File: config.mk
export PLATFORM = sky130hd
export DESIGN_NAME = ptg_top
export DESIGN_NICKNAME = d
export VERILOG_FILES = /design/src/rtl/ptg_pkg.sv /design/src/rtl/ptg_shift_core.sv /design/src/rtl/ptg_zero_guard.sv /design/src/rtl/ptg_error_inject.sv /design/src/rtl/ptg_top.sv
export SDC_FILE = /design/constraint.sdc
export NUM_CORES = 1
export LEC_CHECK = 0
export ABC_CLOCK_PERIOD_IN_PS = 5400
export BUFFER_PORTS_ARGS = -buffer_cell sky130_fd_sc_hd__buf_2
export CAP_MARGIN = 25
export CORE_MARGIN = 2
export CORE_UTILIZATION = 63
export DETAILED_ROUTE_END_ITERATION = 7
export PLACE_DENSITY_LB_ADDON = 0.05
export SLEW_MARGIN = 25
export SYNTH_ARGS = -nofsm -noshare
export SYNTH_HDL_FRONTEND = slang
export SYNTH_SLANG_ARGS = --single-unit
File: constraint.sdc
create_clock -name clk -period 5.4 [get_ports clk]
set_clock_uncertainty 0.1 [all_clocks]
set_input_delay 0 -clock clk [delete_from_list [all_inputs] [get_ports clk]]
set_output_delay 0 -clock clk [all_outputs]
set_load 0.02 [all_outputs]
File: src/rtl/ptg_pkg.sv
// Package: shared constants and the decade interval lookup for the
// programmable test pattern generator. Assumes codes beyond 7 never occur
// (the field is 3 bits wide).
package ptg_pkg;

    localparam int SEED_W       = 32;
    localparam int LEN_W        = $clog2(SEED_W);
    localparam int RATE_W       = 3;
    localparam int ZERO_RUN_MAX = 14;
    localparam int ERR_CNT_W    = 24;

    // Number of bits between periodic errors for a rate code (0 = none).
    function automatic logic [ERR_CNT_W-1:0] decade_span(input logic [RATE_W-1:0] code);
        logic [ERR_CNT_W-1:0] span;
        case (code)
            3'd1:    span = ERR_CNT_W'(10);
            3'd2:    span = ERR_CNT_W'(100);
            3'd3:    span = ERR_CNT_W'(1000);
            3'd4:    span = ERR_CNT_W'(10000);
            3'd5:    span = ERR_CNT_W'(100000);
            3'd6:    span = ERR_CNT_W'(1000000);
            3'd7:    span = ERR_CNT_W'(10000000);
            default: span = ERR_CNT_W'(1);
        endcase
        return span;
    endfunction

endpackage

File: src/rtl/ptg_shift_core.sv
// Shift core: one register serves both modes. The emitted bit is always
// sr[len_idx]. In pseudorandom mode sr[len_idx]^sr[tap_idx] shifts in at
// bit 0; in repetitive mode sr[len_idx] itself shifts in, which rotates
// the low len_idx+1 bits. Bits above len_idx are don't-care.
// Assumes load and step are never both high (top gives load priority).
module ptg_shift_core #(
    parameter int W  = 32,
    parameter int IW = $clog2(W)
) (
    input  logic          clk,
    input  logic          rst_n,
    input  logic          load,
    input  logic          step,
    input  logic          prbs_mode,
    input  logic [W-1:0]  seed,
    input  logic [IW-1:0] len_idx,
    input  logic [IW-1:0] tap_idx,
    output logic          pat_bit
);

    logic [W-1:0] sr;
    logic         fb;

    // Select the current pattern bit and the bit fed back into position 0.
    always_comb begin
        pat_bit = sr[len_idx];
        fb      = prbs_mode ? (sr[len_idx] ^ sr[tap_idx]) : sr[len_idx];
    end

    // Load the seed, or advance one position per enabled step.
    always_ff @(posedge clk) begin
        if (!rst_n) begin
            sr <= '0;
        end else if (load) begin
            sr <= seed;
        end else if (step) begin
            sr <= {sr[W-2:0], fb};
        end
    end

endmodule

File: src/rtl/ptg_zero_guard.sv
// Zero-run guard: counts consecutive zeros in the stream it emits and,
// when enabled, turns the bit that would extend a run past MAX_RUN into a
// one. Only the output is altered, never the shift core state.
module ptg_zero_guard #(
    parameter int MAX_RUN = 14,
    parameter int RW      = $clog2(MAX_RUN + 1)
) (
    input  logic clk,
    input  logic rst_n,
    input  logic clear,
    input  logic step,
    input  logic guard_en,
    input  logic raw_bit,
    output logic guarded_bit
);

    logic [RW-1:0] run;
    logic          at_limit;

    // Decide whether this bit must be forced high.
    always_comb begin
        at_limit    = (run >= RW'(MAX_RUN));
        guarded_bit = raw_bit | (guard_en & at_limit);
    end

    // Track the zero run of emitted bits, saturating at the limit.
    always_ff @(posedge clk) begin
        if (!rst_n || clear) begin
            run <= '0;
        end else if (step) begin
            if (guarded_bit)   run <= '0;
            else if (!at_limit) run <= run + 1'b1;
        end
    end

endmodule

File: src/rtl/ptg_error_inject.sv
// Error injector: a decade interval counter flags every span-th emitted
// bit, and a single-error strobe arms one pending flip on its rising edge.
// The strobe edge is seen on every clock; the flip is spent on the next
// step. Assumes rate changes only while a pattern is being (re)loaded.
module ptg_error_inject #(
    parameter int CW = ptg_pkg::ERR_CNT_W,
    parameter int RW = ptg_pkg::RATE_W
) (
    input  logic          clk,
    input  logic          rst_n,
    input  logic          clear,
    input  logic          step,
    input  logic [RW-1:0] rate,
    input  logic          single,
    output logic          flip,
    output logic          pend
);

    logic [CW-1:0] cnt;
    logic [CW-1:0] last_pos;
    logic          single_q;
    logic          single_rise;
    logic          periodic_hit;

    // Find the last position of the interval and whether this bit hits it.
    always_comb begin
        last_pos     = ptg_pkg::decade_span(rate) - 1'b1;
        periodic_hit = (rate != '0) && (cnt >= last_pos);
        single_rise  = single & ~single_q;
        flip         = periodic_hit | pend;
    end

    // Count emitted bits within the current interval.
    always_ff @(posedge clk) begin
        if (!rst_n || clear || rate == '0) begin
            cnt <= '0;
        end else if (step) begin
            cnt <= periodic_hit ? '0 : cnt + 1'b1;
        end
    end

    // Edge-detect the strobe and hold one pending flip until it is used.
    always_ff @(posedge clk) begin
        if (!rst_n) begin
            single_q <= 1'b0;
            pend     <= 1'b0;
        end else begin
            single_q <= single;
            if (single_rise)  pend <= 1'b1;
            else if (step)    pend <= 1'b0;
        end
    end

endmodule

File: src/rtl/ptg_top.sv
// Programmable test pattern generator, top level. Detects the load edge,
// gates generation with clk_en, chains shift core -> zero guard -> error
// injector -> inversion and registers the result onto dout.
// Assumes all control inputs are synchronous to clk.
module ptg_top #(
    parameter int SEED_W  = ptg_pkg::SEED_W,
    parameter int LEN_W   = ptg_pkg::LEN_W,
    parameter int RATE_W  = ptg_pkg::RATE_W,
    parameter int MAX_RUN = ptg_pkg::ZERO_RUN_MAX,
    parameter int CNT_W   = ptg_pkg::ERR_CNT_W
) (
    input  logic              clk,
    input  logic              rst_n,
    input  logic              clk_en,
    input  logic [SEED_W-1:0] seed,
    input  logic [LEN_W-1:0]  len_sel,
    input  logic [LEN_W-1:0]  tap_sel,
    input  logic              prbs_mode,
    input  logic              load_reg,
    input  logic              load_pin,
    input  logic              zsup_en,
    input  logic              tx_inv,
    input  logic [RATE_W-1:0] err_rate,
    input  logic              err_single,
    output logic              dout,
    output logic              dout_vld
);

    logic load_any;
    logic load_q;
    logic load_rise;
    logic active;
    logic step;
    logic pat_bit;
    logic guarded_bit;
    logic flip;
    logic pend;
    logic dout_q;
    logic vld_q;

    // Combine load sources, find the edge and qualify the step.
    always_comb begin
        load_any  = load_reg | load_pin;
        load_rise = load_any & ~load_q;
        step      = clk_en & active & ~load_rise;
    end

    // Remember the load level and whether a pattern has been loaded.
    always_ff @(posedge clk) begin
        if (!rst_n) begin
            load_q <= 1'b0;
            active <= 1'b0;
        end else begin
            load_q <= load_any;
            if (load_rise) active <= 1'b1;
        end
    end

    ptg_shift_core #(
        .W  (SEED_W),
        .IW (LEN_W)
    ) u_core (
        .clk       (clk),
        .rst_n     (rst_n),
        .load      (load_rise),
        .step      (step),
        .prbs_mode (prbs_mode),
        .seed      (seed),
        .len_idx   (len_sel),
        .tap_idx   (tap_sel),
        .pat_bit   (pat_bit)
    );

    ptg_zero_guard #(
        .MAX_RUN (MAX_RUN)
    ) u_guard (
        .clk         (clk),
        .rst_n       (rst_n),
        .clear       (load_rise),
        .step        (step),
        .guard_en    (zsup_en),
        .raw_bit     (pat_bit),
        .guarded_bit (guarded_bit)
    );

    ptg_error_inject #(
        .CW (CNT_W),
        .RW (RATE_W)
    ) u_err (
        .clk    (clk),
        .rst_n  (rst_n),
        .clear  (load_rise),
        .step   (step),
        .rate   (err_rate),
        .single (err_single),
        .flip   (flip),
        .pend   (pend)
    );

    // Register the final bit and the valid flag.
    always_ff @(posedge clk) begin
        if (!rst_n) begin
            dout_q <= 1'b0;
            vld_q  <= 1'b0;
        end else if (load_rise) begin
            vld_q  <= 1'b0;
        end else if (step) begin
            dout_q <= guarded_bit ^ flip ^ tx_inv;
            vld_q  <= 1'b1;
        end
    end

    assign dout     = dout_q;
    assign dout_vld = vld_q;

endmodule

==> results of run 1 <==
## metrics by stage
stage | hold slack (ns) | cell area [µm²] | worst slack, ns
2_1_floorplan | 0.02171 | 4146 | 2.454
3_3_place_gp | 0.1126 | 4432 | 2.443
3_5_place_dp | 0.1291 | 4447 | 2.258
4_1_cts | 0.03746 | 5025 | 2.349
5_1_grt | 0.07573 | 5025 | 2.058
6_report | 0.04721 | 5025 | 2.335
## per-layer routing
metal | part of all wire [%] | routed length (µm) | vias up | track usage (%)
met2 | 50 | 5387 | 137 | 53.76
met3 | 5.1 | 545 | 33 | 4.767
met4 | 3.0 | 323 | 0 | 12.99
met5 | 0 | 0 | - | 0
met1 | 42 | 4458 | 1894 | 36.59
li1 | - | - | 1948 | -
## where the power goes
part           total, mW  switching, mW  internal (mW)
sequential         0.537         0.0253          0.512
combinational      0.214          0.108          0.106
clock              0.420          0.181          0.239
## flip-flops by register name, summed over array words and instances, names as in the netlist
name,count
load_q,1
u_guard.run,4
u_err.cnt,24
u_err.single_q,1
active,1
u_err.pend,1
dout_vld,1
dout,1
u_core.sr,32
## synth_stat cells
| master | n | area, µm² |
|---|---|---|
| a211o_1 | 1 | 8.760 |
| a211oi_1 | 1 | 7.510 |
| a21oi_1 | 23 | 115.1 |
| a221oi_1 | 3 | 26.28 |
| a22oi_1 | 5 | 37.54 |
| and2_1 | 4 | 25.02 |
| and3_1 | 9 | 56.30 |
| and4_1 | 1 | 8.760 |
| buf_1 | 5 | 18.77 |
| buf_6 | 1 | 11.26 |
| clkbuf_1 | 22 | 82.58 |
| conb_1 | 1 | 3.750 |
| dfxtp_1 | 66 | 1321 |
| ha_1 | 27 | 337.8 |
| inv_1 | 13 | 48.80 |
| mux2_2 | 1 | 11.26 |
| mux2i_1 | 8 | 80.08 |
| mux4_2 | 14 | 315.3 |
| nand2_1 | 102 | 382.9 |
| nand3_1 | 44 | 220.2 |
| nand4_1 | 9 | 56.30 |
| nand4b_1 | 4 | 35.03 |
| nor2_1 | 38 | 142.6 |
| nor2b_1 | 6 | 37.54 |
| nor3_1 | 5 | 25.02 |
| nor3b_1 | 2 | 15.01 |
| nor4_1 | 1 | 6.260 |
| o2111a_1 | 1 | 11.26 |
| o2111ai_1 | 3 | 26.28 |
| o211a_1 | 31 | 310.3 |
| o211ai_1 | 1 | 7.510 |
| o21a_1 | 2 | 15.01 |
| o21ai_0 | 17 | 85.08 |
| o21bai_1 | 1 | 7.510 |
| o21bai_2 | 1 | 11.26 |
| o31ai_1 | 1 | 7.510 |
| o41ai_2 | 1 | 16.27 |
| or3_1 | 2 | 12.51 |
| or4_1 | 1 | 7.510 |
| xnor2_1 | 8 | 70.07 |
| xor2_1 | 13 | 113.9 |
## critical path, cell delays in order (launching register included)
cell and delay (ns):
dfxtp_1 0.34, ha_1 0.31, nand4_1 0.16, nor4_1 0.43, nand2_1 0.09, o21ai_0 0.47
nor2_1 0.26, o21bai_2 0.65, nor2_1 0.12
## cell families after synthesis
logic type	synth area share, %
AO/OA/AOI/OAI	16.75
multiplexers	9.825
adder cells (fa/ha/maj)	8.162
XOR/XNOR	4.444
AND/OR/NAND/NOR	24.91
buffers and inverters	3.900
flip-flops	31.92
other	0.09060
## area by class of cell
class	instances	area (µm²)	area share [%]
clock buffer	14	162.7	3.237
clock inverter	2	35.03	0.6972
inverter	13	48.80	0.9711
multi-input combinational	394	2675	53.24
sequential	66	1321	26.29
tap	77	96.34	1.917
timing repair buffer	96	685.7	13.65
## path summary, 6_finish.rpt
check	from	to	slack, ns	cells after the start
worst max-delay path	u_err.cnt[21]	u_err.cnt[20]	2.33	8
worst min-delay path	load_pin	active	0.05	4
worst max register to register	u_err.cnt[21]	u_err.cnt[20]	2.33	8
worst min register to register	u_guard.run[3]	u_guard.run[3]	0.38	2
==> impl_results.md, run 1 <==
- Final wirelength: 10710 µm
- Setup-failing EPs final: 0
- Clock Tree Root: clkbuf_8
- Clock sink count: between 60 and 70
- Row cnt: 29
- Largest net degree at the start of global routing: 67
- Tot Pwr: 1.171 mW
- Clock Path Buffers: 2
- Clock slew seen by the registers of the worst setup and hold paths: about 0.07 ns
- Final hold violations: 0
- Port buffer count: 55
- Maximum Capacitance Violations: 0
- Most common cell after layout, fill and taps aside: nand2_1
- RSZ-0062 raised after global routing: no
- Worst-Margin Slew: just under 0.8 ns
- First-pass GRT wire length: ~18000 µm
- CTS Hold Bufs: 38
- Overall Global Routing Usage: ~30%
- Chip Height: 85.06 µm
- Diodes inserted: 0
- Synthesized area: between 4000 and 5000 µm²
- Worst-Skew Late Latency: around 0.34 ns
- Startpoint types: flop
- Pins Over Slew Limit: 0
- Sequential fraction of the synthesis area: about a third
- Post-cts sizing count: 0
- Aggregate global routing overflow: 0
- Detail Route Antenna Nets: 0
- Nets: approximately 660
- Post-Synthesis Cells: 499
- Worst-path fanout max: 18
- Hold Path Class: input pin to flop
- DP Wirelength: 7062 µm
- Via density: 6.060
- Most frequent cells in the layout: nand2_1, dfxtp_1, buf_2
- Crit path arrival time: 3.16 ns
- First-pass DRT Iterations: 5
- Synth Area per Inst: 8.295 µm²
- Crit path time final: about 3 ns
- Critical path endpoint category: flop
- Gpl congestion: 0.8652
- Layout cells sized above 1: between 10% and 20%
- Leakage Power: 2.315 nW
- Vias in the first global route: 3933
- Post-CTS Setup Repair Bufs: 0
- TNS Setup: 0 ns
- Routed via count: between 4000 and 5000
- Fin cells: about 660
- Placed cell count: approximately 610
- CP required: approximately 5.5 ns
- Maximum clock frequency: between 0.3 and 0.4 GHz
- Die area: 7234 µm²
- Area Overhead vs Synth: 21.40%
- PD cells: approximately 230 nW/µm²
- #FFs+latches synth: 66
- Worst vdd ir: around 230 µV
- CTS H-tree lvls: 3
- Yosys Warn Count: 0
- Core ar.: approximately 6300 µm²
- Die width: 85.06 µm
- Run status: completed
- I/O pins: 56
- Initial DRC Count: around 280
- Initial Util: between 60% and 70%
- Final core occ: ~79%
- Critical path class: flop to flop
- Period utilization: 56.77%
- Number of fill cells: ~450
- WL/cell: about 16 µm
- Relative slew slack: approximately half
- CTS Buf Count: 9
- Drt drc: 0
- CTS tree: done
- Antenna violations before repair: 0
- Yosys cell types: 41
Power figures use the tool's default switching activity.
==> run 2, diff against run 1 <==
Settings changed: ABC_AREA from default to 1, ABC_CLOCK_PERIOD_IN_PS 5400 to 3010, CORE_UTILIZATION 63 to 59.
Clock period 5.4 ns to 3.01 ns, I/O delays scaled along.
==> run 2 against run 1 <==
- non-clock buffer count up 1
- synthesized cell count up 42%
- die area up 18%
- via count up 22%
- critical path depth up 2
- largest cell class unchanged
- highest routed layer unchanged
==> impl_results.md, run 2 <==
- Fin cells: around 900
- EDFF count, synth: 0
- R2r startpoint: load_q
- Routed via count: roughly 5000
- Die area: ~8500 µm²
- Regs by FF count: u_core.sr: 32 flops, u_err.cnt: 24 flops, u_guard.run: 4 flops
- Final hold violations: 0
- Worst-Skew Late Latency: 0.35 ns
- Critical path endpoint category: flop
- First-pass GRT wire length: 20650 µm
- Reg2Reg Capture Point: u_core.sr[0]
- Overall Global Routing Usage: 30.27%
- Hold Crit Start: load_pin
- Maximum clock frequency: 0.3764 GHz
- Port buffer count: 55
- Top cell type by total area after synthesis: dfxtp_1
- Fin area: 5515 µm²
- CTS Buf Count: 9
- Detail Route Antenna Nets: 0
- Clock sink count: 66
- CTS tree: done
- DP Wirelength: between 8000 and 9000 µm
- #FFs+latches synth: 66
- First-pass DRT Iterations: 5
- Area post-placement: between 4000 and 5000 µm²
- Core ar.: about 7600 µm²
- Number of fill cells: approximately 670
- Clock slew seen by the registers of the worst setup and hold paths: 0.08 ns
- Hold Path Depth: 5
- Row cnt: 32
- Placed cell count: 846
- Clock Tree Root: clkbuf_8
- Setup WS post-layout: 0.3535 ns
- Layout cells sized above 1: 13.75%
- Via density: between 5 and 6
- Startpoint types: input pin
- Area Overhead vs Synth: 20.14%
- Most common cell after layout, fill and taps aside: nand2_1
- PD cells: between 300 and 400 nW/µm²
- Commonest cells in the netlist: nand2_1, inv_1, dfxtp_1, nor2_1, nand3_1
- Biggest register: u_core.sr
- RSZ-0062 raised after global routing: no
- Maximum Capacitance Violations: 0
- CP required: about 3.2 ns
- Yosys cell types: between 40 and 50
- Yosys Warn Count: 0
- Drt drc: 0
- Post-synthesis async set-or-reset flop share: 0%
- Worst-path fanout max: 30
- Run status: completed
- Clock Path Buffers: 2
- Crit path arrival time: roughly 2.9 ns
- Setup-failing EPs final: 0
- Synthesized area: around 4600 µm²
- Period utilization: around nine tenths
- Hold EP: u_core.sr[1]
- CTS H-tree lvls: 3
- Pins Over Slew Limit: 0
- Crit path time final: between 2 and 3 ns
- Top-count cell post-synth: nand2_1
- Nets: approximately 880
- Vias in the first global route: between 4000 and 5000
- Worst vdd ir: between 200 and 300 µV
- Post-synth top flop: dfxtp_1
- Largest net degree at the start of global routing: just over 40
- Post-CTS Setup Repair Bufs: 0
- Tot Pwr: around 2.2 mW
- Initial Util: 60.03%
- Diodes inserted: 0
- TNS Setup: 0 ns
- Gpl congestion: about 0.91
- Aggregate global routing overflow: 0
- Sequential fraction of the synthesis area: 28.78%
- Leakage Power: 2.713 nW
- Critical path class: input pin to flop
- I/O pins: between 50 and 60
- Pre-CTS WS: roughly 0.40 ns
- Final wirelength: between 10000 and 15000 µm
- Hold Path Class: input pin to flop
- Synth Area per Inst: roughly 6.5 µm²
- Chip Height: 92.21 µm
- Most frequent cells in the layout: nand2_1, inv_1, dfxtp_1
- Relative slew slack: around two fifths
- Worst r2r path cells: 8
- Worst-Margin Slew: 0.9078 ns
- Top-area cell type share of the netlist area: 28.78%
- Die width: 92.21 µm
- Max reg flops: 32
- Antenna violations before repair: 0
- Top cells by area, synth: dfxtp_1, nand2_1, inv_1
- Post-Synthesis Cells: 710
- Initial DRC Count: 254
- FF-to-FF setup slack: approximately 0.41 ns
- WL/cell: 13.95 µm
==> run 2: worst max-delay path: stages <==
cell,delay (ns)
dlygate4sd3_1,0.53
buf_2,0.14
o21bai_4,0.20
inv_1,0.13
nor2_1,0.25
inv_1,0.46
o21ai_0,0.36
inv_1,0.06
a21oi_1,0.13
dlygate4sd3_1,0.56
==> run 2: cells by family (layout without fill, tap and decap cells) <==
family / count (synthesis) / in the layout / synth area share [%]
flip-flops: 66 / 66 / 28.78
AND/OR/NAND/NOR: 355 / 355 / 34.48
buffers and inverters: 147 / 235 / 12.76
AO/OA/AOI/OAI: 107 / 107 / 15.21
XOR/XNOR: 7 / 7 / 1.336
other: 1 / 3 / 0.08169
adder cells (fa/ha/maj): 27 / 27 / 7.359
==> run 2: worst max path at each step <==
stage / start / to / slack, ns / cells after the start
floorplan: err_rate[0] / u_err.cnt[18] / 0.86 / 18
global placement: err_rate[1] / u_err.cnt[16] / 0.53 / 19
detailed placement: err_rate[0] / u_err.cnt[16] / 0.40 / 19
CTS: load_reg / u_core.sr[0] / 0.38 / 10
global route: load_reg / u_core.sr[0] / 0.18 / 10
finish: load_reg / u_core.sr[0] / 0.35 / 10
==> run 2: final cells by class <==
type,count,area [µm²],share of cell area (%)
Clock inverter,7,100.1,1.815
Clock buffer,9,123.9,2.246
Multi-Input combinational cell,499,2691,48.80
Timing Repair Buffer,97,690.7,12.52
Tap cell,102,127.6,2.314
Inverter,122,460.4,8.348
Sequential cell,66,1321,23.96
==> run 2: what timing repair did <==
item | in CTS | in global routing
hold endpoints to repair | 40 | 0
hold buffers | 40 | 0
endpoints found under the setup margin | 0 | 0
resized for setup | 0 | 0
==> run 2: per-layer routing <==
metal  global-route usage (%)  vias up  wire (µm)
li1                         -     2452          -
met4                    15.05        0        343
met1                    35.48     2204       5307
met2                    54.04      200       6212
met3                    3.944       30        722
met5                        0        -          0
==> run 2: through the flow <==
step / hold WS [ns] / utilization (%)
after floorplan: 0.01200 / -
after global placement: 0.1163 / 63.96
after detailed placement: 0.1215 / 63.96
after CTS: 0.0006000 / 72.12
after global routing: 0.08251 / 72.12
final: 0.01572 / 72.12
==> run 2: where the power goes <==
part	internal [mW]	switching [mW]
Combinational	0.161	0.242
Sequential	0.909	0.0244
Clock	0.474	0.393
==> run 3, diff against run 2 <==
Settings changed: ABC_AREA 1 to default, CORE_ASPECT_RATIO from default to 0.75, CORE_UTILIZATION 59 to 58.
==> run 3 against run 2 <==
- cell count is 24% lower
- die area is 7.9% lower
- flip-flop and latch count stayed put
- sequential power is 3.2% higher
- count of clock-buffer cells in the layout is 3 higher
- register-to-register slack worse by 0.06 ns
- first-iteration DRC count is 18% higher
- via count is 19% lower
- critical path depth is 3 lower
- sequential share of layout area is 2.0 points higher
- global-route usage is 2.5 points lower
- largest power group unchanged
- highest routed layer unchanged
==> impl_results.md, run 3 (synthesis gave the netlist of run 1 again) <==
- Maximum clock frequency: between 0.3 and 0.4 GHz
- Clock slew seen by the registers of the worst setup and hold paths: roughly 0.070 ns
- R2r startpoint: u_core.sr[11]
- Length of routed met3 wiring: between 500 and 600 µm
- Post-cts sizing count: 0
- Biggest register: u_core.sr
- Pins Over Slew Limit: 0
- Routed via count: between 3000 and 4000
- Startpoint types: flop
- First-pass DRT Iterations: 5
- TNS Setup: 0 ns
- Relative slew slack: between 50% and 60%
- Post-CTS Setup Repair Bufs: 0
- Die width: 101.5 µm
- DP Wirelength: between 7000 and 8000 µm
- CP required: between 3 and 4 ns
- PD cells: ~420 nW/µm²
- Clock Path Buffers: 2
- Max reg flops: 32
- Drt drc: 0
- I/O pins: 56
- Uppermost layer routed: met4
- RSZ-0062 raised after global routing: no
- Critical path class: flop to flop
- Worst-path fanout max: 4
- Setup-failing EPs final: 0
- Run status: completed
- Layout cells sized above 1: between 10% and 20%
- Most frequent cells in the layout: nand2_1, dfxtp_1, buf_2
- CTS tree: done
- Metal-1 WL: ~5300 µm
- Crit path time final: around 2.7 ns
- Number of fill cells: 551
- Row cnt: 26
- Crit path arrival time: between 2 and 3 ns
- Maximum Capacitance Violations: 0
- CTS Buf Count: 9
- Via density: about 5.7
- Hold Path Class: input pin to flop
- Nets: around 670
- Placed cell count: around 630
- Final hold violations: 0
- Crit. Startpoint: u_core.sr[11]
- Tot Pwr: between 2 and 2.5 mW
- Initial Util: approximately three fifths
- Hold Crit Start: tx_inv
- CTS Hold Bufs: 38
- Port buffer count: 55
- Largest net degree at the start of global routing: 66
- Die area: between 7000 and 8000 µm²
- Vias in the first global route: between 3000 and 4000
- Worst-Margin Slew: about 0.7 ns
- Detail Route Antenna Nets: 0
- Met2 wire length: 4449 µm
- Clock sink count: 66
- Chip Height: 77.16 µm
- Most common cell after layout, fill and taps aside: nand2_1
- WL/cell: around 15 µm
- Overall Global Routing Usage: between 20 and 30%
- Initial DRC Count: 299
- Leakage Power: around 2.3 nW
- First-pass GRT wire length: approximately 17000 µm
- Core ar.: slightly below 7000 µm²
- Area Overhead vs Synth: 22.91%
- Critical path endpoint category: flop
- Fin cells: 687
- WHS: between 0.009 and 0.01 ns
- Final wirelength: around 10000 µm
- CTS H-tree lvls: 3
- Clock Tree Root: clkbuf_8
- Gpl congestion: 0.8581
- Aggregate global routing overflow: 0
- Regs by FF count: u_core.sr: 32 flops, u_err.cnt: 24 flops, u_guard.run: 4 flops
- Worst vdd ir: ~230 µV
- Worst-Skew Late Latency: 0.33 ns
- Period utilization: roughly nine tenths
- Antenna violations before repair: 0
- Diodes inserted: 0
## run 3: cell type report
cell class                 count  area [µm²]  share of cell area (%)
inverter                      13       48.80                  0.9592
multi-input combinational    394        2675                   52.58
clock buffer                  12       135.1                   2.656
sequential                    66        1321                   25.97
clock inverter                 4       76.32                   1.500
timing repair buffer         100       708.2                   13.92
tap                           98       122.6                   2.410
## run 3: through the flow
stage / worst slack [ns] / instance area [µm²] / utilization [%]
after floorplan: 0.06386 / 4146 / -
after global placement: 0.5851 / 4496 / 65.49
after detailed placement: 0.4848 / 4496 / 65.49
after CTS: 0.3646 / 5087 / 74.12
after global routing: 0.2582 / 5087 / 74.12
final: 0.3470 / 5087 / 74.12
## run 3: path summary, 6_finish.rpt
check / to / slack, ns / cells past startpoint
setup / recovery: u_core.sr[0] / 0.35 / 7
setup reg to reg: u_core.sr[0] / 0.35 / 7
hold / removal: dout / 0.01 / 4
hold reg to reg: u_guard.run[3] / 0.38 / 2
## run 3: where the power goes
group,internal (mW),switching (mW)
Sequential,0.918,0.0452
Combinational,0.192,0.188
Clock,0.469,0.337
Total,1.58,0.570
## run 3: per-layer routing
layer  vias up  global-route usage [%]
li1       1957                       -
met1      1856                   42.35
met2       126                   40.20
met3         8                   5.469
met4         0                   6.081
met5         -                       0
## run 3: critical path: stages, from the launching register on
cell,delay (ns)
dfxtp_1,0.34
mux4_2,0.51
mux4_2,0.47
mux2_2,0.27
nand2_1,0.09
xnor2_1,0.12
o21ai_0,0.08
dlygate4sd3_1,0.55
